`config.mk`:
```
export PLATFORM = sky130hd
export DESIGN_NAME = nand_cb_seq
export DESIGN_NICKNAME = d
export VERILOG_FILES = /design/src/rtl/nand_cb_pkg.sv /design/src/rtl/nand_cb_bus.sv /design/src/rtl/nand_cb_rbwait.sv /design/src/rtl/nand_cb_seq.sv
export SDC_FILE = /design/constraint.sdc
export NUM_CORES = 1
export LEC_CHECK = 0
export ABC_AREA = 1
export BUFFER_PORTS_ARGS = -buffer_cell sky130_fd_sc_hd__buf_2
export CAP_MARGIN = 40
export CORE_MARGIN = 2
export CORE_UTILIZATION = 48
export DETAILED_ROUTE_END_ITERATION = 8
export PLACE_DENSITY = 0.69
export REMOVE_ABC_BUFFERS = 1
export SLEW_MARGIN = 20
export SYNTH_ARGS = -nofsm -noshare
export SYNTH_HDL_FRONTEND = slang
export SYNTH_SLANG_ARGS = --single-unit
```
`constraint.sdc`:
```
create_clock -name clk -period 2.3 [get_ports clk]
set_input_delay 0.115 -clock clk [delete_from_list [all_inputs] [get_ports clk]]
set_output_delay 0.115 -clock clk [all_outputs]
set_load 0.02 [all_outputs]
```
`src/rtl/nand_cb_pkg.sv`:
```
package nand_cb_pkg;

    typedef enum logic [4:0] {
        S_IDLE, S_RD_CMD, S_RD_ADDR, S_RD_CONF, S_RD_BUSY,
        S_PG_CMD, S_PG_ADDR, S_PT_WAIT, S_PT_CMD, S_PT_COL, S_PT_DATA,
        S_PG_CONF, S_PG_BUSY, S_ST_CMD, S_ST_READ, S_FINISH
    } seq_state_t;

    typedef enum logic [1:0] {
        CYC_CMD, CYC_ADDR, CYC_DATA, CYC_READ
    } cyc_kind_t;

    localparam logic [7:0] OP_PAGE_READ = 8'h00;
    localparam logic [7:0] OP_CB_READ   = 8'h35;
    localparam logic [7:0] OP_PROG      = 8'h85;
    localparam logic [7:0] OP_CONFIRM   = 8'h10;
    localparam logic [7:0] OP_STATUS    = 8'h70;

endpackage

```
`src/rtl/nand_cb_bus.sv`:
```
module nand_cb_bus
    import nand_cb_pkg::*;
#(
    parameter int T_WL = 2,
    parameter int T_WH = 1,
    parameter int T_RL = 2
) (
    input  logic      clk,
    input  logic      rst_n,
    input  logic      go,
    input  cyc_kind_t kind,
    input  logic [7:0] wbyte,
    output logic      fin,
    output logic [7:0] rbyte,
    output logic      cle,
    output logic      ale,
    output logic      we_n,
    output logic      re_n,
    output logic [7:0] io_out,
    output logic      io_oe,
    input  logic [7:0] io_in
);
    localparam int T_MAX = (T_WL > T_RL) ? ((T_WL > T_WH) ? T_WL : T_WH)
                                         : ((T_RL > T_WH) ? T_RL : T_WH);
    localparam int CW = $clog2(T_MAX + 1);

    typedef enum logic [1:0] {PH_IDLE, PH_LOW, PH_HIGH} phase_t;

    phase_t        ph;
    logic [CW-1:0] cnt;
    cyc_kind_t     k_q;
    logic [7:0]    b_q;
    logic [7:0]    rd_q;
    logic [CW-1:0] low_last;

    assign low_last = (k_q == CYC_READ) ? CW'(T_RL - 1) : CW'(T_WL - 1);

    always_ff @(posedge clk or negedge rst_n) begin
        if (!rst_n) begin
            ph   <= PH_IDLE;
            cnt  <= '0;
            k_q  <= CYC_CMD;
            b_q  <= '0;
            rd_q <= '0;
        end else begin
            unique case (ph)
                PH_IDLE: if (go) begin
                    ph  <= PH_LOW;
                    cnt <= '0;
                    k_q <= kind;
                    b_q <= wbyte;
                end
                PH_LOW: if (cnt == low_last) begin
                    ph  <= PH_HIGH;
                    cnt <= '0;
                    if (k_q == CYC_READ) rd_q <= io_in;
                end else begin
                    cnt <= cnt + 1'b1;
                end
                PH_HIGH: if (cnt == CW'(T_WH - 1)) begin
                    ph  <= PH_IDLE;
                    cnt <= '0;
                end else begin
                    cnt <= cnt + 1'b1;
                end
                default: ph <= PH_IDLE;
            endcase
        end
    end

    always_comb begin
        fin    = (ph == PH_HIGH) && (cnt == CW'(T_WH - 1));
        cle    = (ph != PH_IDLE) && (k_q == CYC_CMD);
        ale    = (ph != PH_IDLE) && (k_q == CYC_ADDR);
        we_n   = !((ph == PH_LOW) && (k_q != CYC_READ));
        re_n   = !((ph == PH_LOW) && (k_q == CYC_READ));
        io_oe  = (ph != PH_IDLE) && (k_q != CYC_READ);
        io_out = io_oe ? b_q : 8'h00;
        rbyte  = rd_q;
    end

endmodule

```
`src/rtl/nand_cb_rbwait.sv`:
```
module nand_cb_rbwait #(
    parameter int TIMEOUT = 100000
) (
    input  logic clk,
    input  logic rst_n,
    input  logic go,
    input  logic rb_async,
    output logic fin,
    output logic tmo
);
    localparam int TW = $clog2(TIMEOUT + 1);

    typedef enum logic [1:0] {W_IDLE, W_LOW, W_HIGH} wphase_t;

    wphase_t       ph;
    logic [TW-1:0] cnt;
    logic          rb_s1, rb_s2;
    logic          expired;

    assign expired = (ph != W_IDLE) && (cnt == TW'(TIMEOUT - 1));
    assign fin     = (ph == W_HIGH) && rb_s2;
    assign tmo     = expired && !fin;

    always_ff @(posedge clk or negedge rst_n) begin
        if (!rst_n) begin
            rb_s1 <= 1'b1;
            rb_s2 <= 1'b1;
            ph    <= W_IDLE;
            cnt   <= '0;
        end else begin
            rb_s1 <= rb_async;
            rb_s2 <= rb_s1;
            unique case (ph)
                W_IDLE: if (go) begin
                    ph  <= W_LOW;
                    cnt <= '0;
                end
                W_LOW: begin
                    cnt <= cnt + 1'b1;
                    if (expired)     ph <= W_IDLE;
                    else if (!rb_s2) ph <= W_HIGH;
                end
                W_HIGH: begin
                    cnt <= cnt + 1'b1;
                    if (fin || expired) ph <= W_IDLE;
                end
                default: ph <= W_IDLE;
            endcase
        end
    end

endmodule

```
`src/rtl/nand_cb_seq.sv`:
```
module nand_cb_seq
    import nand_cb_pkg::*;
#(
    parameter int ROW_W   = 16,
    parameter int COL_W   = 12,
    parameter int T_WL    = 2,
    parameter int T_WH    = 1,
    parameter int T_RL    = 2,
    parameter int TIMEOUT = 100000
) (
    input  logic             clk,
    input  logic             rst_n,
    input  logic             start,
    input  logic [ROW_W-1:0] src_row,
    input  logic [ROW_W-1:0] dst_row,
    input  logic             has_patch,
    input  logic             pt_valid,
    input  logic             pt_first,
    input  logic             pt_last,
    input  logic [COL_W-1:0] pt_col,
    input  logic [7:0]       pt_data,
    output logic             pt_ready,
    output logic             busy,
    output logic             done,
    output logic             fail,
    output logic             timeout,
    output logic             nand_ce_n,
    output logic             nand_cle,
    output logic             nand_ale,
    output logic             nand_we_n,
    output logic             nand_re_n,
    output logic [7:0]       nand_io_out,
    output logic             nand_io_oe,
    input  logic [7:0]       nand_io_in,
    input  logic             nand_rb
);
    seq_state_t       state, nxt;
    logic [1:0]       aidx;
    logic [ROW_W-1:0] src_q, dst_q;
    logic             has_q;
    logic             first_q, last_q;
    logic [COL_W-1:0] col_q;
    logic [7:0]       dat_q;
    logic             fail_q, tmo_q;

    logic             bus_go, bus_fin;
    cyc_kind_t        bus_kind;
    logic [7:0]       bus_byte, bus_rbyte;
    logic             w_go, w_fin, w_tmo;
    logic [31:0]      src_addr, dst_addr;
    logic [15:0]      col16;

    assign src_addr = {16'(src_q), 16'h0000};
    assign dst_addr = {16'(dst_q), 16'h0000};
    assign col16    = 16'(col_q);

    nand_cb_bus #(.T_WL(T_WL), .T_WH(T_WH), .T_RL(T_RL)) u_bus (
        .clk(clk), .rst_n(rst_n), .go(bus_go), .kind(bus_kind), .wbyte(bus_byte),
        .fin(bus_fin), .rbyte(bus_rbyte), .cle(nand_cle), .ale(nand_ale),
        .we_n(nand_we_n), .re_n(nand_re_n), .io_out(nand_io_out),
        .io_oe(nand_io_oe), .io_in(nand_io_in)
    );

    nand_cb_rbwait #(.TIMEOUT(TIMEOUT)) u_wait (
        .clk(clk), .rst_n(rst_n), .go(w_go), .rb_async(nand_rb),
        .fin(w_fin), .tmo(w_tmo)
    );

    // next-state logic
    always_comb begin
        nxt = state;
        unique case (state)
            S_IDLE:    if (start) nxt = S_RD_CMD;
            S_RD_CMD:  if (bus_fin) nxt = S_RD_ADDR;
            S_RD_ADDR: if (bus_fin && aidx == 2'd3) nxt = S_RD_CONF;
            S_RD_CONF: if (bus_fin) nxt = S_RD_BUSY;
            S_RD_BUSY: if (w_fin) nxt = S_PG_CMD; else if (w_tmo) nxt = S_FINISH;
            S_PG_CMD:  if (bus_fin) nxt = S_PG_ADDR;
            S_PG_ADDR: if (bus_fin && aidx == 2'd3) nxt = has_q ? S_PT_WAIT : S_PG_CONF;
            S_PT_WAIT: if (pt_valid) nxt = pt_first ? S_PT_CMD : S_PT_DATA;
            S_PT_CMD:  if (bus_fin) nxt = S_PT_COL;
            S_PT_COL:  if (bus_fin && aidx == 2'd1) nxt = S_PT_DATA;
            S_PT_DATA: if (bus_fin) nxt = last_q ? S_PG_CONF : S_PT_WAIT;
            S_PG_CONF: if (bus_fin) nxt = S_PG_BUSY;
            S_PG_BUSY: if (w_fin) nxt = S_ST_CMD; else if (w_tmo) nxt = S_FINISH;
            S_ST_CMD:  if (bus_fin) nxt = S_ST_READ;
            S_ST_READ: if (bus_fin) nxt = S_FINISH;
            S_FINISH:  nxt = S_IDLE;
            default:   nxt = S_IDLE;
        endcase
    end

    // state register and operation context
    always_ff @(posedge clk or negedge rst_n) begin
        if (!rst_n) begin
            state   <= S_IDLE;
            aidx    <= '0;
            src_q   <= '0;
            dst_q   <= '0;
            has_q   <= 1'b0;
            first_q <= 1'b0;
            last_q  <= 1'b0;
            col_q   <= '0;
            dat_q   <= '0;
            fail_q  <= 1'b0;
            tmo_q   <= 1'b0;
        end else begin
            state <= nxt;
            if (state != nxt)  aidx <= '0;
            else if (bus_fin)  aidx <= aidx + 1'b1;
            if (state == S_IDLE && start) begin
                src_q  <= src_row;
                dst_q  <= dst_row;
                has_q  <= has_patch;
                fail_q <= 1'b0;
                tmo_q  <= 1'b0;
            end
            if (state == S_PT_WAIT && pt_valid) begin
                first_q <= pt_first;
                last_q  <= pt_last;
                col_q   <= pt_col;
                dat_q   <= pt_data;
            end
            if ((state == S_RD_BUSY || state == S_PG_BUSY) && w_tmo && !w_fin) begin
                tmo_q  <= 1'b1;
                fail_q <= 1'b1;
            end
            if (state == S_ST_READ && bus_fin) fail_q <= bus_rbyte[0];
        end
    end

    // outputs and bus requests
    always_comb begin
        busy      = (state != S_IDLE);
        nand_ce_n = (state == S_IDLE);
        done      = (state == S_FINISH);
        pt_ready  = (state == S_PT_WAIT);
        fail      = fail_q;
        timeout   = tmo_q;
        w_go      = (state == S_RD_BUSY) || (state == S_PG_BUSY);
        bus_go    = 1'b1;
        bus_kind  = CYC_CMD;
        bus_byte  = 8'h00;
        unique case (state)
            S_RD_CMD:  bus_byte = OP_PAGE_READ;
            S_RD_ADDR: begin bus_kind = CYC_ADDR; bus_byte = src_addr[{aidx, 3'b000} +: 8]; end
            S_RD_CONF: bus_byte = OP_CB_READ;
            S_PG_CMD,
            S_PT_CMD:  bus_byte = OP_PROG;
            S_PG_ADDR: begin bus_kind = CYC_ADDR; bus_byte = dst_addr[{aidx, 3'b000} +: 8]; end
            S_PT_COL:  begin bus_kind = CYC_ADDR; bus_byte = col16[{aidx[0], 3'b000} +: 8]; end
            S_PT_DATA: begin bus_kind = CYC_DATA; bus_byte = dat_q; end
            S_PG_CONF: bus_byte = OP_CONFIRM;
            S_ST_CMD:  bus_byte = OP_STATUS;
            S_ST_READ: bus_kind = CYC_READ;
            default:   bus_go = 1'b0;
        endcase
    end

endmodule

```
---- Word-level counts from Yosys, hierarchy flattened ----
Cells that the tools add are included.
word-level totals
  bits in registers ....................... 99
  input port bits ......................... 68
operators by class
  add/subtract/negate cells ............... 3
  equality and inequality tests ........... 33
  shifts and indexed selects .............. 3
  multiplexer cells ....................... 44
  reduce and logical (&&, ||, !) cells .... 44
operators by type and width
  kind                     number
  $mux W5                  16
  $pmux W5 S15             1
  $pmux W8 S8              1
  $shiftx A32 B6 Y8        2
  $eq A5 B4 Y1 const B     8
  $pmux W17 S2             1
  $mux W2                  13
  $pmux W2 S3              4
  $eq A5 B3 Y1 const B     4
  $add A17 B1 Y17 const B  1
  $eq A17 B17 Y1 const B   1
  $mux W17                 1
  $logic_and A1 B1 Y1      16
  $shiftx A16 B5 Y8        1
  $reduce_or A11 Y1        1
  $eq A2 B1 Y1 const B     5
  $eq A5 B2 Y1 const B     2
  $reduce_bool A2 Y1       5
  $reduce_and A3 Y1        3
  $eq A2 B2 Y1 const B     4
  $logic_not A2 Y1         4
  $mux W4                  2
  $mux W8                  1
  $ne A2 B1 Y1 const B     3
  14 further kinds         27

---- Longest topological paths before layout ----
  depth in word-level cells ............... 9
  gate-level depth with buffers ........... 13

---- Modules after synthesis ----
A second synthesis with hierarchy kept.
second synthesis, totals
  cell total of the unflattened synthesis .. 746
  area total of the unflattened synthesis .. 6057.1 um2
modules (own cells, without submodules)
  module          instances  cells each  area an instance (um2)  sequential area each (um2)
  nand_cb_seq     1          433         3611.0                  1576.5
  nand_cb_rbwait  1          171         1291.2                  528.0
  nand_cb_bus     1          142         1154.9                  550.5

---- Least setup slack after synthesis ----
No wires, ideal clock.
  path type ............................... register to register
  from .................................... reg u_wait.ph[1]
  to ...................................... reg u_wait.cnt[6]
  data arrival time ....................... 1642 ps
  required time ........................... 2177 ps
  path slack .............................. 535 ps
  stages on the path, launching flop included .. 10
  path buffers ............................ 2
  period minus slack after synthesis ...... 1765 ps
  cells stage by stage .................... dfrtp_1 inv_1 ha_1 buf_1 o21ai_2 buf_4 nor3_1 nand2_1 o21ai_0 a21oi_1
between the ends
  cells in the longest elaborated chain, start to end .. 4
  elaborated cells on any way between the ends .. 8
  those cells by class .................... eq/ne (3); mux (1); reduce/logical (4)
RTL lines
  element                                       RTL line              text
  start, declared                               nand_cb_rbwait.sv:15  wphase_t ph;
  start signal, assigned                        nand_cb_rbwait.sv:28  ph <= W_IDLE;
  start signal, assigned                        nand_cb_rbwait.sv:35  ph <= W_LOW;
  start signal, assigned                        nand_cb_rbwait.sv:40  if (expired) ph <= W_IDLE;
  $eq A2 B1 Y1 or $eq A2 B2 Y1 (tied branches)  nand_cb_rbwait.sv:33  unique case (ph)
  $reduce_or A2 Y1 (no source line)             --
  $reduce_bool A2 Y1 (no source line)           --
  $reduce_and A2 Y1 (no source line)            --
  end signal, assigned                          nand_cb_rbwait.sv:39  cnt <= cnt + 1'b1;
  end signal, assigned                          nand_cb_rbwait.sv:44  cnt <= cnt + 1'b1;
  end, declared                                 nand_cb_rbwait.sv:16  logic [TW-1:0] cnt;
Several ways; a longest one is shown, not always the timed one.
A chain may end at the register's enable or synchronous reset.

---- Final worst setup path ----
  from .................................... reg u_bus.ph[0]
  to ...................................... reg aidx[0]
between the ends
  cells in the longest elaborated chain, start to end .. 7
  elaborated cells on any way between the ends .. 19
  those cells by class .................... eq/ne (2); mux (13); reduce/logical (4)
RTL lines
  element                                        RTL line                                                 text
  start, declared                                nand_cb_bus.sv:29                                        phase_t ph;
  start signal, assigned                         nand_cb_bus.sv:40                                        ph <= PH_IDLE;
  start signal, assigned                         nand_cb_bus.sv:48                                        ph <= PH_LOW;
  start signal, assigned                         nand_cb_bus.sv:54                                        ph <= PH_HIGH;
  $eq A2 B2 Y1 *                                 nand_cb_bus.sv:72                                        fin = (ph == PH_HIGH) && (cnt == CW'(T_WH - 1));
  $logic_and A1 B1 Y1 *                          nand_cb_bus.sv:72
  $logic_and A1 B1 Y1 (on tied branches)         nand_cb_seq.sv:82, nand_cb_seq.sv:75, nand_cb_seq.sv:79
  $mux W5 (on tied branches)                     nand_cb_seq.sv:82, nand_cb_seq.sv:75, nand_cb_seq.sv:79
  $pmux W5 S15 *                                 nand_cb_seq.sv:72                                        unique case (state)
  via nxt[2]                                     nand_cb_seq.sv:37                                        seq_state_t state, nxt;
  $ne A5 B5 Y1 *                                 nand_cb_seq.sv:109                                       if (state != nxt) aidx <= '0;
  $mux W2 or $reduce_bool A2 Y1 (tied branches)  --
  end signal, assigned                           nand_cb_seq.sv:110                                       else if (bus_fin) aidx <= aidx + 1'b1;
  end, declared                                  nand_cb_seq.sv:38                                        logic [1:0] aidx;
Mark *: on every way through the listed nets, which the timed path passes. The rest lies on a longest branch.

==> flow_summary.ini <==
[clocking]
ctsResizeCount = 0
clk_latency_ps = 350
cts_buffer_depth = 2
ctsRootBufferMaster = clkbuf_16
h-tree-depth = 3
cts.sinks = 99
cts_tree = done
cts-buffers-inserted = 9
path_clk_slew_ps = 70

[global_routing]
grt_pass1_wl_mm = 23.2
grt_usage_pct = 23.0
grt_max_degree = 54
overflow = 0
antenna_found_initial = 0
grt_pass1_vias = 5013

[drt]
wl_per_cell_um = 13.6
drtAntennaViolNets = 0
vias = 5140
wl_mm = 13.7
viasPerCell = 5.11
route.detailed.drc = 0
drt-initial-drc-count = 320
drt_pass1_iterations = 5

[synth]
ys_seq_area_share_pct = 45.4
syn_avg_cell_area_um2 = 7.57
synth_cells = 722
ys.flop_type = dfrtp_1
synth_top_cells_by_area = dfrtp_1 (44%), nand2_1 (18%), o21ai_0 (4.2%), inv_1 (4.2%), nand3_1 (3.5%)
ys_ff_latch = 99
synth-edff-count = 0
synth_most_common_cell = nand2_1
yosys_warnings = 0
ys_types = 44
synth_top_cell_by_area = dfrtp_1
synth_top_area_share_pct = 44.4
async_reset_ff_share_pct = 100
ys_top_cells_by_count = nand2_1 (259), dfrtp_1 (97), inv_1 (61), o21ai_0 (46), nor2_1 (45)
netlist_area_um2 = 5470

[floorplanning]
die_x_um = 111
io_pins = 87
initial_core_util_pct = 49.8
die-area_um2 = 12300
core_um2 = 11000
rows = 38
die_h_um = 111

[setup_path]
startpoint = u_bus.ph[0]$_DFFE_PN0P_
crit_path_end_kind = flip-flop
crit_path_end = aidx[0]$_DFFE_PN0P_
r2r_slack_ps = 220
r2r_cells = 12
worstPathArrival_ps = 2360
r2r-start = u_bus.ph[0]$_DFFE_PN0P_
reg2reg_to = aidx[0]$_DFFE_PN0P_
cp-start-kind = flip-flop
worstPathMaxFanout = 10
required_ps = 2580
critPathKind = flip-flop to flip-flop

[finish]
final_area_um2 = 6900
drive_gt1_share_pct = 17.3
n_fill_cell = 935
final_nets = 944
syn_to_final_growth_pct = 26.3
final_util_pct = 62.9
antenna_cells = 0
fin_cells = 1006

[placement]
placed_area_um2 = 6030
port_buffers = 79
hpwlAfterDp_mm = 9.62
place_inst = 933
pre_cts_slack_ps = 271
gp_congestion = 0.892

[pwr]
power_mw = 5.96
ir_worst_vdd_v = 0.000706
cellPowerDensity_nw_per_um2 = 864
leakage_nw = 3.54

[timing]
finalMaxSlewViolations = 0
hold_viol = 0
max_slew_margin_pct = 54.2
min_period_ps = 2080
hold_ws_ps = 65.7
setup_tns_ps = 0
skew_ps = 8.45
fin_crit_sh_pct = 90.3
rsz0062_at_grt = no
tightestPinTransition_ps = 687
fmax_ghz = 0.481
setup-violations-final = 0
layout_setup_ws_ps = 223

[status]
status = completed

[job]
cap_violations = 0

[hold_path]
worstHoldPathType = input pin to flip-flop
[worst max-delay path, cell delays in order (launching register included)]
cell and delay [ps]:
dfrtp_1 420, inv_1 100, ha_1 220, nand2_1 210, inv_2 200, nand3_1 130
nand2_1 90, nand2_1 40, nor2_1 110, nand3_2 100, a21oi_1 150, nand3_1 130
nor2_1 110
[area by class of cell]
cell class / instances / area, µm² / share of cell area [%]
flip-flops and latches: 99 / 2480 / 35.9
multi-input cells: 531 / 2600 / 37.7
clock buffers: 9 / 225 / 3.26
well taps: 140 / 175 / 2.54
clock inverters: 7 / 75.1 / 1.09
repair buffers: 145 / 1060 / 15.4
inverters: 75 / 284 / 4.11
[logic make-up after synthesis]
kind of cell | share of synthesized area (%)
AO/OA/AOI/OAI | 10.1
XOR/XNOR | 1.12
adder cells (fa/ha/maj) | 3.43
buffers and inverters | 7.01
flip-flops | 45.4
multiplexers | 0.206
other | 0.0686
AND/OR/NAND/NOR | 32.7
[placed cells by master (no fill, tap or decap), types with 2 or more instances in the layout]
cell type and instances:
o21ai_1 19, inv_2 12, nand3b_1 2, xor2_1 7, nor2_1 45, o31ai_1 3
o21ai_0 46, nand2_4 3, clkinv_2 2, buf_2 78, buf_4 8, a21oi_1 27
nor2_2 7, dfrtp_1 97, nand2_2 6, dfstp_2 2, nor2_4 6, inv_6 2
nand3_2 3, clkbuf_16 9, ha_1 15, clkinv_4 2, nand2_1 259, nand4_1 15
inv_1 61, nand3_1 38, dlygate4sd3_1 57, buf_12 2, nor3_1 14
[worst min path at each step]
stage | from | end | depth (start not counted)
after global placement | rst_n | u_bus.rbyte[0]$_DFFE_PN0P_ | 1
after CTS | start | timeout$_DFFE_PN0P_ | 4
after global routing | start | timeout$_DFFE_PN0P_ | 4
after floorplan | rst_n | aidx[0]$_DFFE_PN0P_ | 0
final | start | timeout$_DFFE_PN0P_ | 4
after detailed placement | rst_n | u_bus.rbyte[0]$_DFFE_PN0P_ | 1
[per-layer routing]
| metal | share of wire [%] | GRT usage, % |
|---|---|---|
| met5 | 0 | 0 |
| met4 | 3.0 | 8.25 |
| met3 | 4.8 | 5.41 |
| met2 | 47 | 37.8 |
| met1 | 45 | 29.9 |
[flip-flops by register name, summed over array words and instances, names as in the netlist, 2 cells and up]
register,count
state,5
u_bus.k_q,2
src_q,16
dat_q,8
col_q,12
aidx,2
u_wait.ph,2
dst_q,16
u_bus.b_q,8
u_bus.ph,2
u_wait.cnt,17
u_bus.cnt,2
[power breakdown]
part | internal (mW) | switching, mW
sequential | 2.15 | 0.264
clock | 0.851 | 0.684
combinational | 0.695 | 1.32
[repair_timing]
action | CTS | global route
hold buffers | 57 | 0
setup buffers | 0 | 0
endpoints found under the hold margin | 153 | 0
Power figures use the tool's default switching activity.
